## config.mk

```make
export PLATFORM = sky130hd
export DESIGN_NAME = ioreg_window
export DESIGN_NICKNAME = d
export VERILOG_FILES = /design/src/rtl/ioreg_pkg.sv /design/src/rtl/ioreg_port_decode.sv /design/src/rtl/ioreg_addr_latch.sv /design/src/rtl/ioreg_bank.sv /design/src/rtl/ioreg_window.sv
export SDC_FILE = /design/constraint.sdc
export NUM_CORES = 1
export LEC_CHECK = 0
export BUFFER_PORTS_ARGS = -buffer_cell sky130_fd_sc_hd__buf_2
export CAP_MARGIN = 0
export CORE_ASPECT_RATIO = 1.4
export CORE_MARGIN = 1
export CORE_UTILIZATION = 62
export CTS_CLUSTER_SIZE = 30
export DETAILED_ROUTE_END_ITERATION = 7
export MAX_ROUTING_LAYER = met4
export PLACE_DENSITY = 0.8
export SLEW_MARGIN = 10
export SYNTH_ARGS = -nofsm -noshare
export SYNTH_HDL_FRONTEND = slang
export SYNTH_HIERARCHICAL = 1
export SYNTH_SLANG_ARGS = --single-unit
```

## constraint.sdc

```tcl
create_clock -name clk -period 3.6 [get_ports clk]
set_input_delay 0.54 -clock clk [delete_from_list [all_inputs] [get_ports clk]]
set_output_delay 0.54 -clock clk [all_outputs]
set_load 0.05 [all_outputs]
```

## src/rtl/ioreg_pkg.sv

```systemverilog
package ioreg_pkg;
    localparam int IO_AW     = 6;
    localparam int DATA_W    = 32;
    localparam int LATCH_W   = 20;
    localparam int IDX_LSB   = 2;
    localparam int IDX_MSB   = 16;
    localparam int IDX_W     = IDX_MSB - IDX_LSB + 1;
    localparam logic [IO_AW-1:0] ADDR_PORT_OFS = 6'h00;
    localparam logic [IO_AW-1:0] DATA_PORT_OFS = 6'h04;

    localparam int CTRL_IDX   = 0;
    localparam int STATUS_IDX = 1;
    localparam int RXCTL_IDX  = 2;
    localparam int RXLEN_IDX  = 3;
    localparam int GEN_LO     = 4;
    localparam int GEN_HI     = 15;
    localparam int ID_LO      = 16;
    localparam int ID_HI      = 23;
    localparam int SRST_BIT   = 26;
    localparam int RXEN_BIT   = 1;

    typedef enum logic [1:0] {PORT_NONE, PORT_ADDR, PORT_DATA} port_sel_e;

    function automatic logic [DATA_W-1:0] word_wmask(int i);
        if (i == CTRL_IDX)                  return 32'hFBFF_FFFF;
        else if (i == RXCTL_IDX)            return 32'hFFFF_FFFF;
        else if (i == RXLEN_IDX)            return 32'h000F_FF80;
        else if (i >= GEN_LO && i <= GEN_HI) return 32'hFFFF_FFFF;
        else                                return 32'h0;
    endfunction

    function automatic logic [DATA_W-1:0] word_rmask(int i);
        if (i == CTRL_IDX)                  return 32'hFBFF_FFFF;
        else if (i == RXLEN_IDX)            return 32'h000F_FF80;
        else if (i >= STATUS_IDX && i <= ID_HI) return 32'hFFFF_FFFF;
        else                                return 32'h0;
    endfunction

    function automatic logic [DATA_W-1:0] word_default(int i);
        if (i == CTRL_IDX)                  return 32'h0000_0240;
        else if (i == STATUS_IDX)           return 32'h0000_0080;
        else if (i >= ID_LO && i <= ID_HI)  return 32'hC0DE_0000 | DATA_W'(i - ID_LO);
        else                                return 32'h0;
    endfunction
endpackage

```

## src/rtl/ioreg_port_decode.sv

```systemverilog
module ioreg_port_decode
    import ioreg_pkg::*;
(
    input  logic [IO_AW-1:0] io_addr,
    input  logic             io_wr,
    input  logic [3:0]       io_be,
    output port_sel_e        sel,
    output logic             full_wr
);
    always_comb begin
        if (io_addr == ADDR_PORT_OFS)      sel = PORT_ADDR;
        else if (io_addr == DATA_PORT_OFS) sel = PORT_DATA;
        else                               sel = PORT_NONE;
        full_wr = io_wr && (io_be == 4'hF);
    end
endmodule

```

## src/rtl/ioreg_addr_latch.sv

```systemverilog
module ioreg_addr_latch
    import ioreg_pkg::*;
(
    input  logic               clk,
    input  logic               rst_n,
    input  logic               wr_en,
    input  logic [DATA_W-1:0]  wr_data,
    input  logic               soft_rst,
    output logic [LATCH_W-1:0] latch_q
);
    typedef struct packed {
        logic [LATCH_W-1:0] ofs;
    } latch_t;

    latch_t st_d, st_q;

    always_comb begin
        st_d = st_q;
        if (soft_rst)   st_d.ofs = '0;
        else if (wr_en) st_d.ofs = wr_data[LATCH_W-1:0];
    end

    always_ff @(posedge clk) begin
        if (!rst_n) st_q <= '0;
        else        st_q <= st_d;
    end

    assign latch_q = st_q.ofs;

    assert_addr_store_R2: assert property (@(posedge clk) disable iff (!rst_n)
        (wr_en && !soft_rst) |=> (latch_q == $past(wr_data[LATCH_W-1:0])));
endmodule

```

## src/rtl/ioreg_bank.sv

```systemverilog
module ioreg_bank
    import ioreg_pkg::*;
#(
    parameter int NUM_WORDS = 64
) (
    input  logic              clk,
    input  logic              rst_n,
    input  logic              wr_en,
    input  logic [IDX_W-1:0]  idx,
    input  logic [DATA_W-1:0] wr_data,
    output logic [DATA_W-1:0] rd_data,
    output logic              soft_rst,
    output logic              rx_ready
);
    localparam logic [DATA_W-1:0] SRST_MASK = DATA_W'(1) << SRST_BIT;

    typedef struct packed {
        logic [NUM_WORDS-1:0][DATA_W-1:0] words;
    } bank_t;

    function automatic bank_t reset_bank();
        bank_t b;
        for (int i = 0; i < NUM_WORDS; i++) b.words[i] = word_default(i);
        return b;
    endfunction

    localparam bank_t RESET_VAL = reset_bank();

    bank_t bank_d, bank_q;

    assign soft_rst = wr_en && (idx == IDX_W'(CTRL_IDX)) && wr_data[SRST_BIT];

    always_comb begin
        bank_d = bank_q;
        if (soft_rst) begin
            bank_d = RESET_VAL;
            bank_d.words[CTRL_IDX] = wr_data & ~SRST_MASK & word_wmask(CTRL_IDX);
        end else if (wr_en) begin
            for (int i = 0; i < NUM_WORDS; i++) begin
                if (idx == IDX_W'(i))
                    bank_d.words[i] = (bank_q.words[i] & ~word_wmask(i))
                                    | (wr_data & word_wmask(i));
            end
        end
    end

    always_ff @(posedge clk) begin
        if (!rst_n) bank_q <= RESET_VAL;
        else        bank_q <= bank_d;
    end

    always_comb begin
        rd_data = '0;
        for (int i = 0; i < NUM_WORDS; i++) begin
            if (idx == IDX_W'(i)) rd_data = bank_q.words[i] & word_rmask(i);
        end
    end

    assign rx_ready = bank_q.words[RXCTL_IDX][RXEN_BIT]
                   && (bank_q.words[RXLEN_IDX] != '0);

    assert_ctrl_keep_R7: assert property (@(posedge clk) disable iff (!rst_n)
        soft_rst |=> (bank_q.words[CTRL_IDX] == ($past(wr_data) & 32'hFBFF_FFFF)));

    assert_rx_cleared_R7: assert property (@(posedge clk) disable iff (!rst_n)
        soft_rst |=> (bank_q.words[RXCTL_IDX] == '0 && bank_q.words[RXLEN_IDX] == '0));
endmodule

```

## src/rtl/ioreg_window.sv

```systemverilog
module ioreg_window
    import ioreg_pkg::*;
#(
    parameter int NUM_WORDS = 64
) (
    input  logic              clk,
    input  logic              rst_n,
    input  logic [5:0]        io_addr,
    input  logic              io_wr,
    input  logic [3:0]        io_be,
    input  logic [31:0]       io_wdata,
    output logic [31:0]       io_rdata,
    output logic              rx_ready
);
    port_sel_e          sel;
    logic               full_wr;
    logic               addr_wr;
    logic               data_wr;
    logic               soft_rst;
    logic [LATCH_W-1:0] latch_q;
    logic [DATA_W-1:0]  bank_rd;

    ioreg_port_decode u_dec (
        .io_addr (io_addr),
        .io_wr   (io_wr),
        .io_be   (io_be),
        .sel     (sel),
        .full_wr (full_wr)
    );

    assign addr_wr = full_wr && (sel == PORT_ADDR);
    assign data_wr = full_wr && (sel == PORT_DATA);

    ioreg_addr_latch u_latch (
        .clk      (clk),
        .rst_n    (rst_n),
        .wr_en    (addr_wr),
        .wr_data  (io_wdata),
        .soft_rst (soft_rst),
        .latch_q  (latch_q)
    );

    ioreg_bank #(.NUM_WORDS(NUM_WORDS)) u_bank (
        .clk      (clk),
        .rst_n    (rst_n),
        .wr_en    (data_wr),
        .idx      (latch_q[IDX_MSB:IDX_LSB]),
        .wr_data  (io_wdata),
        .rd_data  (bank_rd),
        .soft_rst (soft_rst),
        .rx_ready (rx_ready)
    );

    always_comb begin
        case (sel)
            PORT_ADDR: io_rdata = {{(DATA_W-LATCH_W){1'b0}}, latch_q};
            PORT_DATA: io_rdata = bank_rd;
            default:   io_rdata = '0;
        endcase
    end

    assert_unknown_zero_R5: assert property (@(posedge clk) disable iff (!rst_n)
        (io_addr != 6'h00 && io_addr != 6'h04) |-> (io_rdata == 32'h0));

    assert_partial_ignored_R6: assert property (@(posedge clk) disable iff (!rst_n)
        (io_wr && io_be != 4'hF) |=> $stable(latch_q));

    assert_srst_clears_ofs_R8: assert property (@(posedge clk) disable iff (!rst_n)
        soft_rst |=> (latch_q == '0));

    assert_rx_rise_on_write_R9: assert property (@(posedge clk) disable iff (!rst_n)
        $rose(rx_ready) |-> $past(data_wr));
endmodule

```

==> out/metrics.cfg <==
[placement]
post_dp_cell_area_um2=23700
post-dp-hpwl_um=58400
gpl.final_weighted_congestion=1.04
dp.cells=3442
io_buffer_count=77

[pwr]
powerDensity_nw_per_um2=385
power.sequential.fraction_pct=50.0
switching_part_of_the_total_power_pct=22.2
p_leak_uw=0.00937
ir_worst_vdd_mv=0.440
clock_share_of_power_pct=47.1
power_uw=10600
power_frac_comb_pct=2.9
p_int_uw=8260
p_switching_uw=2360

[critical_path]
cp_slowest_cell=sky130_fd_sc_hd__or4_1
critPathKind=reg2out
critical_path.max_fanout=13
crit-reg2reg-launch=u_latch/latch_q[16]
internal_reg_to_reg_setup_slack_ns=0.58
largest_delay_contributor_family_on_the_critical_path=simple AND/OR/NAND/NOR gates
endpoint_of_the_lowest_slack_register_to_register_path=u_bank/bank_q[426]
worst_path_largest_cell_delay_ns=0.55
worst-r2r-cell-count=11
worstPathRequired_ns=3.06
crit_chain=buf_4 > nor4bb_2 > buf_4 > nand4_1 > buf_6 > nor2_1 > a211o_1 > or4_1 > a31oi_2 > a22oi_2 > nor2_2 > buf_6
worstSetupEndpointType=output pin
arrival_ns=3.54
setup.worst_path.start_class=flip-flop
buf_inv_stages_crit_path=4

[sta]
worst-slew-pin-transition_ns=0.684
slew-limit-headroom_pct=54.4
slew_viol_final=0
setup_tns_final_ns=-11.98
post-route-worst-setup-slack_ns=-0.475
period_minus_slack_ns=4.08
achievable-frequency_mhz=245
final-setup-viol-count=32
clock-skew-final_ns=0.0303
grt_setup_unrepaired=yes
final-hold-violation-count=0
timing.final.crit_share_pct=113

[yosys]
yosys.cell_types.count=78
number_of_synthesized_register_bits=480
post_synth_inst_count=2919
yosys_warnings=6
synthesis.nets=2966
ys_seq_area_share_pct=44.5
async_flop_share_pct=0
synth.avg_cell_area_um2=7.39
synth_flop_cell=sky130_fd_sc_hd__dfxtp_1
synth_enable_flop_cells=0
synth_area_um2=21600

[routing]
detail-route-antenna-nets=0
viasPerCell=6.84
drt-initial-drc-count=4224
drt-pass1-iter-count=8
routed-via-count=24647
route.final.wire_length_um=92000
wl_per_cell_um=25.5
drc_errors=1

[die]
ioPinCount=78
die_w_um=160
core.rowCount=80
fp.dieH_um=223
core_um2=34100
floorplan.initialDensity_pct=63.2
fp.dieArea_um2=35600

[finish]
postLayoutCoreUtil_pct=80.8
final_layout_size_suffix_gt1_share_pct=22.8
final_net_count=3161
post_layout_nonfiller_instances=3602
area.growth.synth_to_final_pct=27.9
final_design_area_no_fill_um2=27600

[grt]
grt_util_met3_pct=13.5
globalRouteTotalUtil_pct=50.8
gr-usage-met2_pct=75.3
antenna_found_initial=2
grt_max_degree=94
first_global_vias=23185
grtUsageMet1_pct=59.1
busiest_layer=met2
wire_length_of_the_first_global_routing_pass_um=135000
globalRouteOverflowTotal=0

[clock_tree]
clock-sinks=480
cts-htree-levels=2
tritoncts=yes
clk_latency_ns=0.59
tritoncts.num_buffers=45
max-clock-path-buffers=3
holdBufCountCts=0
clk_transition_reported_paths_ns=0.06
cts_root_buf=sky130_fd_sc_hd__clkbuf_16

[run]
cap_viol_max_count=0

[min_path]
hold-path-cell-count=3
timing.hold.worst.start=io_wdata[30]
min_delay_worst_endpoint=u_bank/bank_q[446]
worstHoldPathType=in2reg

[outcome]
run_status=complete, but fails checks
violations=design-rule violations, negative setup slack

==> Yosys cell counts (6+ instances only) <==
cell type,number,area (µm²)
sky130_fd_sc_hd__nor3_1,15,75.1
sky130_fd_sc_hd__buf_6,7,78.8
sky130_fd_sc_hd__a22o_1,8,70.1
sky130_fd_sc_hd__o22ai_1,21,131
sky130_fd_sc_hd__a31oi_1,16,100
sky130_fd_sc_hd__inv_1,8,30.0
sky130_fd_sc_hd__o21ai_1,7,35.0
sky130_fd_sc_hd__o221ai_1,26,228
sky130_fd_sc_hd__o21ai_0,66,330
sky130_fd_sc_hd__a22oi_1,51,383
sky130_fd_sc_hd__a211oi_1,8,60.1
sky130_fd_sc_hd__nand2_1,1018,3820
sky130_fd_sc_hd__nor2b_1,6,37.5
sky130_fd_sc_hd__nand3_1,29,145
sky130_fd_sc_hd__a21oi_1,491,2460
sky130_fd_sc_hd__mux2i_1,35,350
sky130_fd_sc_hd__buf_2,29,145
sky130_fd_sc_hd__nor4_1,21,131
sky130_fd_sc_hd__a221o_1,10,100
sky130_fd_sc_hd__a21boi_0,30,225
sky130_fd_sc_hd__buf_1,14,52.6
sky130_fd_sc_hd__nand4_1,9,56.3
sky130_fd_sc_hd__clkbuf_1,194,728
sky130_fd_sc_hd__o31ai_1,6,45.0
sky130_fd_sc_hd__nor2_1,131,492
sky130_fd_sc_hd__a222oi_1,6,60.1
sky130_fd_sc_hd__o211ai_1,12,90.1
sky130_fd_sc_hd__mux2_2,10,113
sky130_fd_sc_hd__buf_4,6,45.0
sky130_fd_sc_hd__dfxtp_1,480,9610
sky130_fd_sc_hd__nor4_4,6,128
sky130_fd_sc_hd__and2_1,16,100
sky130_fd_sc_hd__a221oi_1,27,236
sky130_fd_sc_hd__nand2b_1,9,56.3
==> worst register-to-register path, stage by stage, from the launching register on <==
cell and delay, ns:
sky130_fd_sc_hd__dfxtp_2 0.33, sky130_fd_sc_hd__or4_4 0.64, sky130_fd_sc_hd__nor4_4 0.29, sky130_fd_sc_hd__buf_4 0.19, sky130_fd_sc_hd__buf_12 0.13, sky130_fd_sc_hd__buf_12 0.13, sky130_fd_sc_hd__buf_6 0.11, sky130_fd_sc_hd__and3_1 0.17
sky130_fd_sc_hd__nand2b_4 0.31, sky130_fd_sc_hd__buf_12 0.26, sky130_fd_sc_hd__buf_12 0.26, sky130_fd_sc_hd__a21oi_1 0.09
==> per-layer routing <==
metal / wire, µm / part of all wire (%) / vias to the layer above
li1: - / - / 10368
met1: 30900 / 34 / 11364
met2: 39900 / 43 / 2247
met3: 13200 / 14 / 668
met4: 7960 / 8.7 / 0
met5: 0 / 0 / -
==> cells by family after synthesis <==
group	synth area share, %
multiplexers	2.15
AND/OR/NAND/NOR	25.2
AO/OA/AOI/OAI	23.0
adder cells (fa/ha/maj)	0.116
buffers and inverters	5.06
flip-flops	44.5
==> registers in the layout, summed over array words and instances, names as in the netlist <==
register,flops
u_bank/bank_q,460
u_latch/latch_q,20
==> worst max-delay path by stage <==
stage	from	endpoint	slack (ns)	cells after the start
after floorplan	u_latch/latch_q[11]	io_rdata[6]	0.01	11
after global placement	u_latch/latch_q[4]	io_rdata[12]	-0.37	11
after detailed placement	u_latch/latch_q[9]	io_rdata[9]	-0.09	14
after CTS	u_latch/latch_q[13]	io_rdata[3]	-0.47	12
after global routing	u_latch/latch_q[7]	io_rdata[27]	-0.59	13
final	u_latch/latch_q[5]	io_rdata[19]	-0.48	12
==> cell usage in the layout, fill, tap and decap left out, types with 13 or more instances in the layout <==
| master | instances |
|---|---|
| sky130_fd_sc_hd__o221ai_2 | 14 |
| sky130_fd_sc_hd__nor4_4 | 15 |
| sky130_fd_sc_hd__buf_12 | 30 |
| sky130_fd_sc_hd__buf_2 | 45 |
| sky130_fd_sc_hd__mux2i_1 | 35 |
| sky130_fd_sc_hd__and2_1 | 17 |
| sky130_fd_sc_hd__dfxtp_1 | 468 |
| sky130_fd_sc_hd__o22ai_1 | 13 |
| sky130_fd_sc_hd__a22oi_2 | 14 |
| sky130_fd_sc_hd__nor2_2 | 22 |
| sky130_fd_sc_hd__nand2_1 | 995 |
| sky130_fd_sc_hd__o21ai_1 | 14 |
| sky130_fd_sc_hd__nand3_1 | 25 |
| sky130_fd_sc_hd__clkbuf_16 | 48 |
| sky130_fd_sc_hd__a221oi_2 | 15 |
| sky130_fd_sc_hd__buf_4 | 232 |
| sky130_fd_sc_hd__o21ai_0 | 49 |
| sky130_fd_sc_hd__a21oi_1 | 482 |
| sky130_fd_sc_hd__a22oi_1 | 37 |
| sky130_fd_sc_hd__nor2_1 | 105 |
| sky130_fd_sc_hd__nand2_2 | 18 |
| sky130_fd_sc_hd__buf_6 | 87 |
| sky130_fd_sc_hd__a21boi_0 | 30 |
==> final cells by class <==
class / instances / area [µm²]
Antenna cell: 3 / 7.51
Clock inverter: 12 / 166
Inverter: 10 / 38.8
Sequential cell: 480 / 9630
Tap cell: 451 / 564
Fill cell: 2287 / 6540
Multi-Input combinational cell: 2178 / 12200
Clock buffer: 69 / 1360
Timing Repair Buffer: 399 / 3630
==> stage by stage <==
step                      worst slack (ns)  hold slack (ns)
after detailed placement           -0.0902            0.438
after CTS                           -0.474            0.364
final                               -0.475            0.369
after global routing                -0.586            0.379
after floorplan                     0.0119            0.427
after global placement              -0.372            0.431
==> timing repair <==
item	in CTS	in global routing
cloned	1	1
pin swaps	112	88
setup endpoints to repair	32	32
gates resized for setup	265	130
setup buffers	48	31
==> power groups by stage <==
stage          Sequential, µW  Combinational (µW)  Clock [µW]
6_report                 5310                 306        5000
5_1_grt                  5300                 306        5180
4_1_cts                  5310                 285        4960
3_5_place_dp             5430                 280           0
3_3_place_gp             5430                 276           0
2_1_floorplan            5430                 132           0
Note: power is estimated with default switching activity, not from simulation.
